File: src/rtl/la_trig_pkg.sv
package la_trig_pkg;
   localparam int CFG_AW = 3;

   localparam logic [CFG_AW-1:0] ADR_ANY  = 3'd0;
   localparam logic [CFG_AW-1:0] ADR_RISE = 3'd1;
   localparam logic [CFG_AW-1:0] ADR_FALL = 3'd2;
   localparam logic [CFG_AW-1:0] ADR_LOW  = 3'd3;
   localparam logic [CFG_AW-1:0] ADR_HIGH = 3'd4;
   localparam logic [CFG_AW-1:0] ADR_MIX  = 3'd5;
   localparam logic [CFG_AW-1:0] ADR_HOLD = 3'd6;
   localparam logic [CFG_AW-1:0] ADR_STAT = 3'd7;

   // final trigger operator; codes 5 and 6 are unnamed and act as off
   typedef enum logic [2:0] {
      MIX_LOGIC  = 3'd0,
      MIX_SCOPE  = 3'd1,
      MIX_BOTH   = 3'd2,
      MIX_EITHER = 3'd3,
      MIX_DIFFER = 3'd4,
      MIX_OFF    = 3'd7
   } mix_sel_e;
endpackage

File: src/rtl/la_trig_regs.sv
module la_trig_regs
   import la_trig_pkg::*;
#(
   parameter int NPINS  = 18,
   parameter int CFG_W  = 32,
   parameter int HOLD_W = 32
) (
   input  logic              clk,
   input  logic              rst_n,
   input  logic              cfg_we,
   input  logic [CFG_AW-1:0] cfg_addr,
   input  logic [CFG_W-1:0]  cfg_wdata,
   input  logic              fire,
   output logic [NPINS-1:0]  m_any,
   output logic [NPINS-1:0]  m_rise,
   output logic [NPINS-1:0]  m_fall,
   output logic [NPINS-1:0]  m_low,
   output logic [NPINS-1:0]  m_high,
   output logic              and_mode,
   output logic [2:0]        mix_sel,
   output logic [HOLD_W-1:0] hold_val,
   output logic              flag,
   output logic [CFG_W-1:0]  cfg_rdata
);
   logic clr_req;
   assign clr_req = cfg_we && (cfg_addr == ADR_STAT) && cfg_wdata[0];

   always_ff @(posedge clk) begin
      if (!rst_n) begin
         m_any    <= '0;
         m_rise   <= '0;
         m_fall   <= '0;
         m_low    <= '0;
         m_high   <= '0;
         and_mode <= 1'b0;
         mix_sel  <= 3'd0;
         hold_val <= '0;
      end else if (cfg_we) begin
         case (cfg_addr)
            ADR_ANY:  m_any    <= cfg_wdata[NPINS-1:0];
            ADR_RISE: m_rise   <= cfg_wdata[NPINS-1:0];
            ADR_FALL: m_fall   <= cfg_wdata[NPINS-1:0];
            ADR_LOW:  m_low    <= cfg_wdata[NPINS-1:0];
            ADR_HIGH: m_high   <= cfg_wdata[NPINS-1:0];
            ADR_MIX: begin
               and_mode <= cfg_wdata[0];
               mix_sel  <= cfg_wdata[6:4];
            end
            ADR_HOLD: hold_val <= cfg_wdata[HOLD_W-1:0];
            default: ;
         endcase
      end
   end

   // a new trigger outranks a clear in the same cycle
   always_ff @(posedge clk) begin
      if (!rst_n)       flag <= 1'b0;
      else if (fire)    flag <= 1'b1;
      else if (clr_req) flag <= 1'b0;
   end

   always_comb begin
      cfg_rdata = '0;
      case (cfg_addr)
         ADR_ANY:  cfg_rdata[NPINS-1:0]  = m_any;
         ADR_RISE: cfg_rdata[NPINS-1:0]  = m_rise;
         ADR_FALL: cfg_rdata[NPINS-1:0]  = m_fall;
         ADR_LOW:  cfg_rdata[NPINS-1:0]  = m_low;
         ADR_HIGH: cfg_rdata[NPINS-1:0]  = m_high;
         ADR_MIX: begin
            cfg_rdata[0]   = and_mode;
            cfg_rdata[6:4] = mix_sel;
         end
         ADR_HOLD: cfg_rdata[HOLD_W-1:0] = hold_val;
         default:  cfg_rdata[0]          = flag;
      endcase
   end
endmodule

File: src/rtl/la_pin_match.sv
module la_pin_match #(
   parameter int NPINS = 18
) (
   input  logic             clk,
   input  logic             rst_n,
   input  logic             smp_valid,
   input  logic [NPINS-1:0] pins,
   input  logic [NPINS-1:0] m_any,
   input  logic [NPINS-1:0] m_rise,
   input  logic [NPINS-1:0] m_fall,
   input  logic [NPINS-1:0] m_low,
   input  logic [NPINS-1:0] m_high,
   output logic [NPINS-1:0] hit,
   output logic [NPINS-1:0] armed
);
   logic [NPINS-1:0] prev_q;

   // previous sample advances only on valid samples
   always_ff @(posedge clk) begin
      if (!rst_n)         prev_q <= '0;
      else if (smp_valid) prev_q <= pins;
   end

   for (genvar gi = 0; gi < NPINS; gi++) begin : g_pin
      logic rose, fell, cond;
      assign rose = pins[gi] & ~prev_q[gi];
      assign fell = ~pins[gi] & prev_q[gi];
      assign cond = (m_any[gi]  & (rose | fell))
                  | (m_rise[gi] & rose)
                  | (m_fall[gi] & fell)
                  | (m_low[gi]  & ~pins[gi])
                  | (m_high[gi] & pins[gi]);
      assign armed[gi] = m_any[gi] | m_rise[gi] | m_fall[gi] | m_low[gi] | m_high[gi];
      assign hit[gi]   = smp_valid & cond;
   end
endmodule

File: src/rtl/la_trig_mix.sv
module la_trig_mix
   import la_trig_pkg::*;
#(
   parameter int NPINS = 18
) (
   input  logic [NPINS-1:0] hit,
   input  logic [NPINS-1:0] armed,
   input  logic             and_mode,
   input  logic [2:0]       mix_sel,
   input  logic             scope_trig,
   output logic             event_o
);
   logic logic_trig;

   always_comb begin
      if (and_mode) logic_trig = (|armed) && (&(hit | ~armed));
      else          logic_trig = |hit;
   end

   always_comb begin
      case (mix_sel)
         MIX_LOGIC:  event_o = logic_trig;
         MIX_SCOPE:  event_o = scope_trig;
         MIX_BOTH:   event_o = logic_trig & scope_trig;
         MIX_EITHER: event_o = logic_trig | scope_trig;
         MIX_DIFFER: event_o = logic_trig ^ scope_trig;
         default:    event_o = 1'b0;
      endcase
   end
endmodule

File: src/rtl/la_holdoff.sv
module la_holdoff #(
   parameter int HOLD_W = 32
) (
   input  logic              clk,
   input  logic              rst_n,
   input  logic              event_i,
   input  logic [HOLD_W-1:0] hold_val,
   output logic              fire,
   output logic              trig_q
);
   logic [HOLD_W-1:0] cnt_q;

   assign fire = event_i && (cnt_q == '0);

   always_ff @(posedge clk) begin
      if (!rst_n) begin
         cnt_q  <= '0;
         trig_q <= 1'b0;
      end else begin
         trig_q <= fire;
         if (fire)               cnt_q <= hold_val;
         else if (cnt_q != '0)   cnt_q <= cnt_q - 1'b1;
      end
   end
endmodule

File: src/rtl/la_trigger_core.sv
module la_trigger_core
   import la_trig_pkg::*;
#(
   parameter int DATA_PINS = 16,
   parameter int EXT_PINS  = 2,
   parameter int HOLD_W    = 32,
   parameter int CFG_W     = 32
) (
   input  logic                 clk,
   input  logic                 rst_n,
   input  logic                 smp_valid,
   input  logic [DATA_PINS-1:0] pin_data,
   input  logic [EXT_PINS-1:0]  ext_pins,
   input  logic                 scope_trig,
   input  logic                 cfg_we,
   input  logic [CFG_AW-1:0]    cfg_addr,
   input  logic [CFG_W-1:0]     cfg_wdata,
   output logic [CFG_W-1:0]     cfg_rdata,
   output logic                 trig_out,
   output logic                 flag_o
);
   localparam int NPINS = DATA_PINS + EXT_PINS;

   if (DATA_PINS < 1 || EXT_PINS < 1) begin : g_bad_pins
      $error("la_trigger_core: pin counts must be at least 1");
   end
   if (CFG_W < 7 || NPINS > CFG_W) begin : g_bad_cfg
      $error("la_trigger_core: CFG_W must hold the select field and every mask");
   end
   if (HOLD_W < 1 || HOLD_W > CFG_W) begin : g_bad_hold
      $error("la_trigger_core: HOLD_W out of range");
   end

   logic [NPINS-1:0]  pins, hit, armed;
   logic [NPINS-1:0]  m_any, m_rise, m_fall, m_low, m_high;
   logic              and_mode, evt, fire;
   logic [2:0]        mix_sel;
   logic [HOLD_W-1:0] hold_val;

   assign pins = {ext_pins, pin_data};

   la_trig_regs #(.NPINS(NPINS), .CFG_W(CFG_W), .HOLD_W(HOLD_W)) u_regs (
      .clk(clk), .rst_n(rst_n), .cfg_we(cfg_we), .cfg_addr(cfg_addr),
      .cfg_wdata(cfg_wdata), .fire(fire), .m_any(m_any), .m_rise(m_rise),
      .m_fall(m_fall), .m_low(m_low), .m_high(m_high), .and_mode(and_mode),
      .mix_sel(mix_sel), .hold_val(hold_val), .flag(flag_o), .cfg_rdata(cfg_rdata)
   );

   la_pin_match #(.NPINS(NPINS)) u_match (
      .clk(clk), .rst_n(rst_n), .smp_valid(smp_valid), .pins(pins),
      .m_any(m_any), .m_rise(m_rise), .m_fall(m_fall), .m_low(m_low),
      .m_high(m_high), .hit(hit), .armed(armed)
   );

   la_trig_mix #(.NPINS(NPINS)) u_mix (
      .hit(hit), .armed(armed), .and_mode(and_mode), .mix_sel(mix_sel),
      .scope_trig(scope_trig), .event_o(evt)
   );

   la_holdoff #(.HOLD_W(HOLD_W)) u_hold (
      .clk(clk), .rst_n(rst_n), .event_i(evt), .hold_val(hold_val),
      .fire(fire), .trig_q(trig_out)
   );
endmodule

File: config.mk
export PLATFORM = sky130hd
export DESIGN_NAME = la_trigger_core
export DESIGN_NICKNAME = d
export VERILOG_FILES = /design/src/rtl/la_trig_pkg.sv /design/src/rtl/la_trig_regs.sv /design/src/rtl/la_pin_match.sv /design/src/rtl/la_trig_mix.sv /design/src/rtl/la_holdoff.sv /design/src/rtl/la_trigger_core.sv
export SDC_FILE = /design/constraint.sdc
export NUM_CORES = 1
export LEC_CHECK = 0
export ABC_AREA = 1
export BUFFER_PORTS_ARGS = -buffer_cell sky130_fd_sc_hd__buf_2
export CORE_ASPECT_RATIO = 0.5
export CORE_MARGIN = 2
export CORE_UTILIZATION = 55
export CTS_CLUSTER_DIAMETER = 50
export DETAILED_ROUTE_END_ITERATION = 8
export PLACE_DENSITY = 0.78
export SYNTH_ARGS = -nofsm -noshare
export SYNTH_HDL_FRONTEND = slang
export SYNTH_SLANG_ARGS = --single-unit
File: constraint.sdc
create_clock -name clk -period 3 [get_ports clk]
set_input_delay 0.3 -clock clk [delete_from_list [all_inputs] [get_ports clk]]
set_output_delay 0.3 -clock clk [all_outputs]
set_load 0.02 [all_outputs]
[After elaboration in Yosys (flattened, before gate mapping)]
Cells that the tools add are included.
Cells by class
  $add $sub $neg: 1
  eq/ne operators: 11
  muxes and demuxes: 11
  bitwise operators: 347
  reductions and logical operators: 20
Operators with widths (count)
  $or 1x1->1: 163
  $and 1x1->1: 145
  $pmux 11 s6: 1
  $mux 32: 2
  $not 1->1: 36
  $reduce_or 18->1: 2
  $logic_not 32->1: 1
  $reduce_bool 32->1: 1
  $sub 32x1->32 const B: 1
  $pmux 3 s7: 1
  $not 18->18: 1
  $or 18x18->18: 1
  $pmux 3 s6: 1
  $reduce_and 18->1: 1
  $eq 3x3->1 const B: 5
  $mux 14: 1
  $reduce_and 2->1: 7
  $eq 3x2->1 const B: 4
  $pmux 1 s7: 1
  $eq 3x1->1 const B: 2
  $logic_not 3->1: 2
  $pmux 1 s5: 1
  $logic_and 1x1->1: 4
  $reduce_bool 2->1: 2
  other kinds (2): 4
Word-level totals
  bits in registers: 178
  bits of input ports: 58
  output and inout port bits: 34
  word-level logic and storage cells: 402

[Depth between registers and ports, before layout]
  depth after elaboration: 17
  gate-level depth with buffers: 25
  gate-level depth less buffers: 24

[Hierarchy]
A second synthesis with hierarchy kept.
Unflattened totals
  cell total of the unflattened synthesis: 1656
  area, all modules: 10540.1 um^2
By module, submodules not included
  la_trig_regs: instances 1, cells an instance 860, area an instance 5784.3 um^2
  la_holdoff: instances 1, cells an instance 358, area an instance 2207.1 um^2
  la_pin_match: instances 1, cells an instance 349, area an instance 2150.8 um^2
  la_trig_mix: instances 1, cells an instance 89, area an instance 397.9 um^2

[Worst setup path before layout]
OpenSTA, ideal clock, no wires.
  path type: input to register
  start: in pin_data[12]
  end: reg u_hold.cnt_q[21]
  arrival time: 2540 ps
  setup slack: 332 ps
  stages on the path: 19
  path buffers: 1
  cells stage by stage: inv_1 ha_1 o21ai_0 o21ai_0 and2_1 nor2_1 nand2_1 nor2_1 nand2_1 nand2_1 nand2_1 ha_1 a41oi_1 nand2_2 nand2_2 buf_6 nand3_1 nand2_1 nor2_1
On the way
  cells in the longest elaborated chain, start to end: 17
RTL lines
  start: declaration: RTL line la_trigger_core.sv:12  | input logic [DATA_PINS-1:0] pin_data,
  $not 1->1: RTL line la_pin_match.sv:27, la_pin_match.sv:31
  $and 1x1->1: RTL line la_pin_match.sv:27  | assign fell = ~pins[gi] & prev_q[gi];
  $or 1x1->1: RTL line la_pin_match.sv:28  | assign cond = (m_any[gi] & (rose | fell))
  $and 1x1->1: RTL line la_pin_match.sv:28
  $or 1x1->1: RTL line la_pin_match.sv:29  | | (m_rise[gi] & rose)
  $or 1x1->1: RTL line la_pin_match.sv:30  | | (m_fall[gi] & fell)
  $or 1x1->1: RTL line la_pin_match.sv:31  | | (m_low[gi] & ~pins[gi])
  $or 1x1->1 (*): RTL line la_pin_match.sv:32  | | (m_high[gi] & pins[gi]);
  $and 1x1->1 (*): RTL line la_pin_match.sv:34  | assign hit[gi] = smp_valid & cond;
  $or 18x18->18: RTL line la_trig_mix.sv:16  | if (and_mode) logic_trig = (|armed) && (&(hit | ~armed));
  $reduce_and 18->1: RTL line la_trig_mix.sv:16
  $logic_and 1x1->1: RTL line la_trig_mix.sv:16
  $mux 1 (*): RTL line la_trig_mix.sv:16
  $xor 1x1->1 (tied with other cells): RTL line la_trig_mix.sv:26  | MIX_DIFFER: event_o = logic_trig ^ scope_trig;
  $pmux 1 s5 (*): RTL line la_trig_mix.sv:21  | case (mix_sel)
  $logic_and 1x1->1 (*): RTL line la_holdoff.sv:13  | assign fire = event_i && (cnt_q == '0);
  $mux 32 or $reduce_bool 2->1 (tied branches)
  end signal: assignment: RTL line la_holdoff.sv:21  | if (fire) cnt_q <= hold_val;
  end signal: assignment: RTL line la_holdoff.sv:22  | else if (cnt_q != '0) cnt_q <= cnt_q - 1'b1;
  end: declaration: RTL line la_holdoff.sv:11  | logic [HOLD_W-1:0] cnt_q;
Every way passes the cells marked *; elsewhere a longest branch is shown, timed or not.
A chain may end at the register's enable or synchronous reset.

[Worst setup path after layout]
  start: reg u_match.prev_q[7]
  end: reg u_hold.cnt_q[27]
On the way
  cells in the longest elaborated chain, start to end: 17
RTL lines
  start: declaration: RTL line la_pin_match.sv:16  | logic [NPINS-1:0] prev_q;
  start signal: assignment: RTL line la_pin_match.sv:21  | else if (smp_valid) prev_q <= pins;
  $not 1->1: RTL line la_pin_match.sv:26  | assign rose = pins[gi] & ~prev_q[gi];
  $and 1x1->1: RTL line la_pin_match.sv:26
  $or 1x1->1: RTL line la_pin_match.sv:28
  $and 1x1->1: RTL line la_pin_match.sv:28
  $or 1x1->1: RTL line la_pin_match.sv:29
  $or 1x1->1 (*): RTL line la_pin_match.sv:30
  $or 1x1->1 (*): RTL line la_pin_match.sv:31
  $or 1x1->1 (*): RTL line la_pin_match.sv:32
  $and 1x1->1 (*): RTL line la_pin_match.sv:34
  $or 18x18->18: RTL line la_trig_mix.sv:16
  $reduce_and 18->1: RTL line la_trig_mix.sv:16
  $logic_and 1x1->1: RTL line la_trig_mix.sv:16
  $mux 1 (*): RTL line la_trig_mix.sv:16
  $xor 1x1->1 (tied with other cells): RTL line la_trig_mix.sv:26
  $pmux 1 s5 (*): RTL line la_trig_mix.sv:21
  $logic_and 1x1->1 (*): RTL line la_holdoff.sv:13
  $mux 32 or $reduce_bool 2->1 (tied branches)
Marks and branches as above.

==> impl_results.md <==
- Status: finished with violations
- Violated checks: setup timing
- Final Worst Setup Slack: -0.0203 ns
- Share of layout cells above drive strength 1: 0.207
- Power Dens Cells: ~700 nW/um2
- Drt first pass iters: 6
- Cells after Synth: 1350
- Die ar.: ~18000 um2
- Initial DRC Count: 1156
- Critical path capture point type: flip-flop
- GRT overflow: 0
- Least-Margin Pin Slew: just over 1 ns
- Setup violators final: 3
- Final instance area: ~12000 um2
- FMAX: roughly 330 MHz
- Vias: around 10000
- Total Routing Usage GR: 0.337
- RSZ-0062 raised after global routing: true
- Register area share after synthesis: 0.382
- Clock power frac: 0.316
- Syn Area/Cell: between 6 and 7 um2
- Fillers: about 1300
- Nets: 1583
- Netlist cell types: 40
- Fin crit period: slightly above 3 ns
- Mapped cell area: between 9000 and 10000 um2
- DRT antenna net count: 0
- CP startpoint kind: flip-flop
- Largest cells by area after synthesis: dfxtp_1, o21ai_0, a21oi_1
- Initial antenna violation count: 0
- Die height: between 90 and 100 um
- Switching pwr: 2.85 mW
- CTS max path bufs: 2
- Setup TNS: -0.0346 ns
- First-pass GRT wire length: 47.4 mm
- CTS tree: done
- Int Pwr: roughly 5.0 mW
- Commonest register cell after synthesis: dfxtp_1
- Leading area contributor after synthesis: dfxtp_1
- Vias in the first global route: around 9300
- Starting Density: 0.566
- Ant. Diodes: 0
- Share of the synthesized area in the top cell type: 0.382
- P&R area growth vs syn: 23.7%
- Final HPWL DP: ~21 mm
- Site Rows: 33
- Via-to-Cell Ratio: just under 6
- Flops & latches, synth: 178
- Port-buffer cells: 91
- DR DRC count: 0
- Multi-input logic area: between 5000 and 6000 um2
- Core region area: between 15000 and 20000 um2
- Final Max Slew Viols: 0
- Largest net degree at the start of global routing: 131
- Req. time, crit path: about 3.3 ns
- Cts hold-fix bufs: 0
- IR drop worst, VDD: around 460 uV
- I/O pins: just over 90
- CTS Sinks: 178
- Die outline width: approximately 190 um
- Worst Hold Class: in -> reg
- Placed cell area: about 10000 um2
- Part of the power in registers: 0.364
- WP data arrival: 3.36 ns
- Root buf cell: clkbuf_16
- Post-Route Skew: roughly 0.015 ns
- Asr flop ratio synth: 0
- Skew-Pair Late Insertion Delay: approximately 0.44 ns
- Crit Path Category: reg -> reg
- Post-synth EDFFs: 0
- Clock-pin slew on the worst setup and hold paths: roughly 0.070 ns
- Routed WL per cell: between 15 and 20 um
- Synth warn: 0
- Hold Violations, Final: 0
- CTS Buf Count: 17
- Slew Limit Headroom: 0.306
- Leak: 5.10 nW
- Final period util: 1.01
- Mapped Nets: between 1000 and 1500
- Sw Ratio: 0.362
- Gate power share: 0.320
- RePlAce Congestion: about 1
- FF/Latch Area: 3580 um2
- Max cap viols: 0
- Worst-path fanout max: 5
- H-tree depth: 4
- Post-Route WL: 31.1 mm
[synthesized netlist by cell type, drive strengths merged (10+ instances only)]
library cell / count
nand4: 11
ha: 39
buf: 11
nand2: 184
dfxtp: 178
nor3: 19
inv: 177
a21oi: 137
xor2: 16
nor2: 185
o21ai: 182
nand3: 83
clkbuf: 49
o221ai: 10
o22ai: 18
[registers in the layout, summed over array words and instances, names as in the netlist]
name and flops:
u_regs.m_fall 18, u_hold.trig_q 1, u_regs.m_any 18, u_regs.mix_sel 3
u_regs.m_low 18, u_regs.m_high 18, u_match.prev_q 18, u_regs.m_rise 18
u_regs.flag 1, u_regs.hold_val 32, u_regs.and_mode 1, u_hold.cnt_q 32
[final cells by class]
| cell class | instances | area share |
|---|---|---|
| inverter | 179 | 0.0588 |
| timing repair buffer | 177 | 0.101 |
| tap | 227 | 0.0246 |
| clock buffer | 19 | 0.0393 |
| clock inverter | 13 | 0.0170 |
| multi-input combinational | 933 | 0.449 |
| sequential | 178 | 0.310 |
[logic make-up after synthesis]
group,count (synthesis),synth area share
AO/OA/AOI/OAI,379,0.222
XOR/XNOR,23,0.0216
adder cells (fa/ha/maj),39,0.0523
buffers and inverters,239,0.0994
flip-flops,178,0.382
AND/OR/NAND/NOR,492,0.223
[power by group through the flow]
stage | logic [mW] | registers [mW] | clock network [mW]
floorplan | 1.64 | 2.83 | 0
global placement | 2.19 | 2.88 | 0
detailed placement | 2.24 | 2.89 | 0
CTS | 2.32 | 2.84 | 2.49
global route | 2.78 | 2.89 | 2.58
finish | 2.52 | 2.86 | 2.49
[final timing paths]
| check | to | cells past startpoint | slack (ns) | startpoint |
|---|---|---|---|---|
| hold / removal | u_regs.hold_val[22]$_SDFFE_PN0P_ | 3 | 0.14 | cfg_wdata[22] |
| setup / recovery | u_hold.cnt_q[27]$_SDFFE_PN0P_ | 20 | -0.02 | u_match.prev_q[7]$_SDFFE_PN0P_ |
| setup reg to reg | u_hold.cnt_q[27]$_SDFFE_PN0P_ | 20 | -0.02 | u_match.prev_q[7]$_SDFFE_PN0P_ |
| hold reg to reg | u_regs.hold_val[26]$_SDFFE_PN0P_ | 2 | 0.48 | u_regs.hold_val[26]$_SDFFE_PN0P_ |
[critical path: stages (launching register included)]
cell,delay (ns)
dfxtp_2,0.34
ha_1,0.27
o21ai_1,0.17
nor2_2,0.07
buf_4,0.13
buf_4,0.12
a21oi_1,0.22
nor2_1,0.07
nand4_1,0.15
nand2_2,0.09
inv_2,0.08
ha_4,0.13
o21ai_2,0.05
a311oi_1,0.21
a41oi_1,0.09
buf_4,0.19
nand2_4,0.11
nand2_4,0.10
buf_6,0.15
o21ai_2,0.12
nor2_1,0.05
[cells in the final DEF, fill, tap and decap left out, drive strengths merged]
| cell | n |
|---|---|
| or2 | 4 |
| dfxtp | 178 |
| ha | 39 |
| a22oi | 8 |
| a221o | 5 |
| and2 | 1 |
| nand4 | 11 |
| nor3b | 1 |
| o22ai | 18 |
| a41oi | 1 |
| buf | 177 |
| nor3 | 19 |
| o211ai | 4 |
| a221oi | 7 |
| inv | 181 |
| nor2 | 185 |
| o21bai | 1 |
| o221ai | 10 |
| clkbuf | 19 |
| clkinvlp | 1 |
| o41ai | 1 |
| clkinv | 6 |
| nor4 | 3 |
| xnor2 | 7 |
| nand3 | 83 |
| xor2 | 16 |
| nand2 | 184 |
| a21oi | 137 |
| bufinv | 4 |
| or3 | 1 |
| a311oi | 1 |
| o21ai | 182 |
| o2111ai | 4 |
[layer usage]
metal / vias to the layer above / track usage / part of all wire
met5: - / 0 / 0
met4: 0 / 0.152 / 0.032
met3: 101 / 0.0707 / 0.11
met2: 590 / 0.554 / 0.45
met1: 4676 / 0.433 / 0.41
li1: 4749 / - / -
[metrics by stage]
step	instances	setup slack, ns	hold slack, ns	utilization	power (mW)
after floorplan	1350	0.332	0.428	-	4.47
after global placement	1686	-0.174	0.466	0.634	5.07
after detailed placement	1686	-0.308	0.471	0.634	5.13
after CTS	1724	0.00164	0.140	0.679	7.65
after global routing	1726	-0.108	0.172	0.700	8.25
final	1726	-0.0203	0.138	0.700	7.87
[what timing repair did]
action / CTS / global route
setup endpoints to repair: 34 / 34
gates resized for setup: 24 / 109
gates cloned: 0 / 0
pin swaps: 7 / 49
buffers inserted: 6 / 3
Power figures use the tool's default switching activity.
